==> src/rtl/alatch_pkg.sv <==
package alatch_pkg;

  typedef enum logic [1:0] {
    MODE_WRITE = 2'd0,
    MODE_HOLD  = 2'd1,
    MODE_DEMUX = 2'd2,
    MODE_CLEAR = 2'd3
  } alatch_mode_e;

  function automatic alatch_mode_e mode_of(input logic en_n, input logic clr_n);
    case ({en_n, clr_n})
      2'b01:   return MODE_WRITE;
      2'b11:   return MODE_HOLD;
      2'b00:   return MODE_DEMUX;
      default: return MODE_CLEAR;
    endcase
  endfunction

endpackage

==> src/rtl/alatch_ctrl.sv <==
module alatch_ctrl
  import alatch_pkg::*;
(
  input  logic en_n_i,
  input  logic clr_n_i,
  output logic wr_o,
  output logic zero_all_o,
  output logic zero_rest_o
);

  alatch_mode_e mode;

  always_comb begin
    mode        = mode_of(en_n_i, clr_n_i);
    wr_o        = 1'b0;
    zero_all_o  = 1'b0;
    zero_rest_o = 1'b0;
    unique case (mode)
      MODE_WRITE: wr_o = 1'b1;
      MODE_DEMUX: begin
        wr_o        = 1'b1;
        zero_rest_o = 1'b1;
      end
      MODE_CLEAR: zero_all_o = 1'b1;
      default:    ;
    endcase
  end

endmodule

==> src/rtl/alatch_sel_dec.sv <==
module alatch_sel_dec #(
  parameter int SEL_W = 3,
  localparam int NBITS = 1 << SEL_W
) (
  input  logic [SEL_W-1:0] sel_i,
  output logic [NBITS-1:0] hit_o
);

  for (genvar k = 0; k < NBITS; k++) begin : g_hit
    assign hit_o[k] = (sel_i == SEL_W'(k));
  end

endmodule

==> src/rtl/alatch_cell.sv <==
module alatch_cell #(
  parameter bit CLOCKED = 1'b1
) (
  input  logic clk,
  input  logic rst_n,
  input  logic load_i,
  input  logic zero_i,
  input  logic d_i,
  output logic q_o
);

  if (CLOCKED) begin : g_flop
    always_ff @(posedge clk or negedge rst_n) begin
      if (!rst_n)      q_o <= 1'b0;
      else if (load_i) q_o <= d_i;
      else if (zero_i) q_o <= 1'b0;
    end


    load_take_chk: assert property (@(posedge clk) disable iff (!rst_n)
      load_i |=> (q_o == $past(d_i)));


    zero_force_chk: assert property (@(posedge clk) disable iff (!rst_n)
      (zero_i && !load_i) |=> !q_o);


    idle_keep_chk: assert property (@(posedge clk) disable iff (!rst_n)
      (!load_i && !zero_i) |=> $stable(q_o));
  end else begin : g_latch
    always_latch begin
      if (!rst_n)      q_o <= 1'b0;
      else if (load_i) q_o <= d_i;
      else if (zero_i) q_o <= 1'b0;
    end
  end

endmodule

==> src/rtl/addr_latch8.sv <==
module addr_latch8 #(
  parameter int SEL_W   = 3,
  parameter bit CLOCKED = 1'b1,
  localparam int NBITS = 1 << SEL_W
) (
  input  logic             clk,
  input  logic             rst_n,
  input  logic             data_i,
  input  logic [SEL_W-1:0] sel_i,
  input  logic             en_n_i,
  input  logic             clr_n_i,
  output logic [NBITS-1:0] q_o
);

  logic             wr;
  logic             zero_all;
  logic             zero_rest;
  logic [NBITS-1:0] hit;

  alatch_ctrl u_ctrl (
    .en_n_i      (en_n_i),
    .clr_n_i     (clr_n_i),
    .wr_o        (wr),
    .zero_all_o  (zero_all),
    .zero_rest_o (zero_rest)
  );

  alatch_sel_dec #(.SEL_W(SEL_W)) u_dec (
    .sel_i (sel_i),
    .hit_o (hit)
  );

  for (genvar k = 0; k < NBITS; k++) begin : g_bit
    logic load;
    logic zero;
    assign load = wr & hit[k];
    assign zero = zero_all | (zero_rest & ~hit[k]);

    alatch_cell #(.CLOCKED(CLOCKED)) u_cell (
      .clk    (clk),
      .rst_n  (rst_n),
      .load_i (load),
      .zero_i (zero),
      .d_i    (data_i),
      .q_o    (q_o[k])
    );
  end

  if (CLOCKED) begin : g_chk

    clear_all_chk: assert property (@(posedge clk) disable iff (!rst_n)
      (en_n_i && !clr_n_i) |=> (q_o == '0));


    demux_shape_chk: assert property (@(posedge clk) disable iff (!rst_n)
      (!en_n_i && !clr_n_i) |=>
        (q_o == (NBITS'($past(data_i)) << $past(sel_i))));
  end

endmodule

==> config.mk <==
export PLATFORM = sky130hd
export DESIGN_NAME = addr_latch8
export DESIGN_NICKNAME = d
export VERILOG_FILES = /design/src/rtl/alatch_pkg.sv /design/src/rtl/alatch_ctrl.sv /design/src/rtl/alatch_sel_dec.sv /design/src/rtl/alatch_cell.sv /design/src/rtl/addr_latch8.sv
export SDC_FILE = /design/constraint.sdc
export NUM_CORES = 1
export LEC_CHECK = 0
export ABC_AREA = 1
export BUFFER_PORTS_ARGS = -buffer_cell sky130_fd_sc_hd__buf_2
export CAP_MARGIN = 15
export CORE_AREA = 2 2 39 41
export DETAILED_ROUTE_END_ITERATION = 8
export DIE_AREA = 0 0 41 43
export PLACE_DENSITY = 0.74
export SYNTH_ARGS = -nofsm -noshare
export SYNTH_HDL_FRONTEND = slang
export SYNTH_HIERARCHICAL = 1
export SYNTH_SLANG_ARGS = --single-unit
export TNS_END_PERCENT = 50
==> constraint.sdc <==
create_clock -name clk -period 1 [get_ports clk]
set_clock_uncertainty 0.15 [all_clocks]
set_input_delay 0.3 -clock clk [delete_from_list [all_inputs] [get_ports clk]]
set_output_delay 0.3 -clock clk [all_outputs]
set_load 0.005 [all_outputs]
==> flow_metrics.py <==
metrics = {
    "cells_and_area": {
        "layout-drive-gt1-share": 0.3360,
        "top_regs": "g_bit.u_cell/q_o x8",
        "n_antenna_cell": 0,
        "area_growth_pct": 36.20,
        "largest_register": "g_bit.u_cell/q_o",
        "largest_reg_flops": 8,
        "fillers": 139,
        "utilization": 0.5579,
        "finalNetCount": 135,
    },
    "global_routing": {
        "grt_pass1_vias": 538,
        "grt_antenna_before_repair": 0,
        "grt.overflow.total": 0,
        "grt_pass1_wl_mm": 2.145,
        "grt_start_max_net_pins": 9,
        "track_usage": 0.1768,
    },
    "cts": {
        "tritoncts": "done",
        "cts_buffers": 3,
        "clockRootBuffer": "clkbuf_4",
        "clock_sinks": 8,
        "htree_levels": 1,
        "clk_latency_ps": 250,
        "clk_path_buf_depth": 2,
        "clk_pin_slew_ps": 60,
    },
    "detailed_routing": {
        "drt_pass1_iterations": 2,
        "vias": 598,
        "avgViaCountPerCell": 4.241,
        "drc": 0,
        "routed_wl_mm": 1.190,
        "drtAntennaViolNets": 0,
        "drtIter0Drc": 10,
        "wl_per_cell_um": 8.440,
    },
    "timing": {
        "period_needed_ps": 1209,
        "fin_ws_ps": -208.7,
        "slew_headroom": 0.8711,
        "tightest_slew_ps": 193.0,
        "setup_violations": 8,
        "fin_crit_sh": 1.209,
        "max_freq_mhz": 827.3,
        "hold_viol": 0,
        "finalMaxSlewViolations": 0,
        "setup_tns_ps": -1605,
        "rsz0062_at_grt": "yes",
        "fin_hold_ws_ps": 205.3,
    },
    "pwr": {
        "vdd_drop_max_mv": 0.5847,
        "powerDensity_nw_per_um2": 1015,
        "power_leakage_nw": 0.5186,
    },
    "setup_path": {
        "crit_type": "flip-flop to output port",
        "crit_family": "flip-flops",
        "regToRegStartpoint": "g_bit[4].u_cell/q_o$_DFFE_PN0P_",
        "endpoint_kind": "output port",
        "worstReg2RegEnd": "g_bit[4].u_cell/q_o$_DFFE_PN0P_",
        "worstPathRequired_ps": 550,
        "crit_path_start_kind": "flip-flop",
        "path_cells": "buf_2",
        "rrSetupSlack_ps": 30,
        "critPathArrivalTime_ps": 760,
        "crit_slowest_cell": "dfrtp_1",
        "r2r_cells": 4,
        "path_buf_inv": 1,
        "slowest_delay_ps": 380,
        "cp_max_fo": 2,
    },
    "place": {
        "place.gp.congestion": 0.7942,
        "hpwl_um": 917.4,
        "dp_slack_ps": -259.7,
        "portBuffers": 15,
    },
    "die": {
        "die_x_um": 41,
        "dieArea_um2": 1763,
        "die_h_um": 43,
        "fp-row-count": 14,
        "fp.coreArea_um2": 1384,
        "io_pins": 16,
        "initial_utilization": 0.4096,
    },
    "synth": {
        "async_flop_share": 1.000,
        "yosysMostFrequentCell": "nand2_1",
        "netlist_instances": 101,
        "syn_nets": 109,
        "synth-edff-count": 0,
        "yosysWarningCount": 6,
        "synth_top_area_frac": 0.3532,
        "seq_area_frac_synth": 0.3532,
        "ys_ff_latch": 8,
        "post_synth.cell_area_avg_um2": 5.612,
        "synth_area_leaders": "dfrtp_1 (35%), nand2_1 (34%), inv_1 (13%)",
        "synthTopCellsByCount": "nand2_1 (52), inv_1 (19), nor2_1 (17)",
        "synth.largest_area_cell": "dfrtp_1",
        "ys_types": 7,
        "ys.flop_type": "dfrtp_1",
        "synth_area_um2": 566.8,
    },
    "hold_path": {
        "hold_path.class": "primary input to flip-flop",
        "holdPathStages": 3,
        "whs_endpoint": "g_bit[6].u_cell/q_o$_DFFE_PN0P_",
        "holdCritStartpoint": "data_i",
    },
    "status": {
        "violations": "negative setup slack",
        "status": "finished, violations left",
    },
    "flow_run": {
        "drv_cap": 0,
    },
}
## kinds of logic after synthesis
logic type	Yosys count	synth area share
buf+inv	23	0.1788
flops	8	0.3532
simple gates	70	0.4680
## placed cells by master, fill, tap and decap left out
| cell type | n |
|---|---|
| nand2_4 | 1 |
| nor2_4 | 1 |
| buf_2 | 14 |
| inv_2 | 3 |
| inv_4 | 1 |
| inv_6 | 1 |
| dfrtp_1 | 8 |
| dlygate4sd3_1 | 1 |
| buf_4 | 7 |
| nor2_1 | 9 |
| clkbuf_4 | 4 |
| inv_1 | 16 |
| nor2_2 | 8 |
| nand2_1 | 49 |
| nand2_2 | 2 |
## how the worst max path moves through the flow
stage,start,depth (start not counted),slack [ps],to
CTS,g_bit[2].u_cell/q_o$_DFFE_PN0P_,1,-220,q_o[2]
global placement,en_n_i,7,-240,g_bit[6].u_cell/q_o$_DFFE_PN0P_
finish,g_bit[2].u_cell/q_o$_DFFE_PN0P_,1,-210,q_o[2]
global route,g_bit[6].u_cell/q_o$_DFFE_PN0P_,1,-240,q_o[6]
floorplan,sel_i[1],9,-0.2,g_bit[4].u_cell/q_o$_DFFE_PN0P_
detailed placement,en_n_i,7,-260,g_bit[3].u_cell/q_o$_DFFE_PN0P_
## per-stage QoR
step / cells / power (mW) / cell area, um^2
finish: 141 / 0.7837 / 772.0
global route: 141 / 0.8380 / 772.0
CTS: 137 / 0.7820 / 732.0
detailed placement: 132 / 0.5176 / 691.9
global placement: 132 / 0.5118 / 691.9
floorplan: 101 / 0.4554 / 604.3
## layer usage
layer	global-route usage	vias to the layer above	wire [um]
li1	-	332	-
met1	0.2459	252	560
met2	0.2563	12	567
met3	0.03141	2	53
met4	0.08000	0	9
met5	0	-	0
## repair_timing
item / in CTS / in global routing
hold buffers: 1 / 0
resized for setup: 0 / 4
endpoints found under the hold margin: 8 / 0
pin swaps: 0 / 3
endpoints found under the setup margin: 8 / 16
buffers inserted: 1 / 4
## power breakdown
group | switching (mW) | leakage [nW] | total, mW | internal [mW]
sequential | 0.00668 | 0.110 | 0.345 | 0.338
clock | 0.116 | 0.0138 | 0.254 | 0.138
combinational | 0.107 | 0.395 | 0.185 | 0.0780
## layout make-up
type	count	area [um^2]	area share
Multi-Input combinational cell	70	302.8	0.3922
Sequential cell	8	200.2	0.2593
Timing Repair Buffer	23	140.1	0.1815
Inverter	21	86.33	0.1118
Clock buffer	3	22.52	0.02917
Tap cell	16	20.02	0.02593
Power figures use the tool's default switching activity.
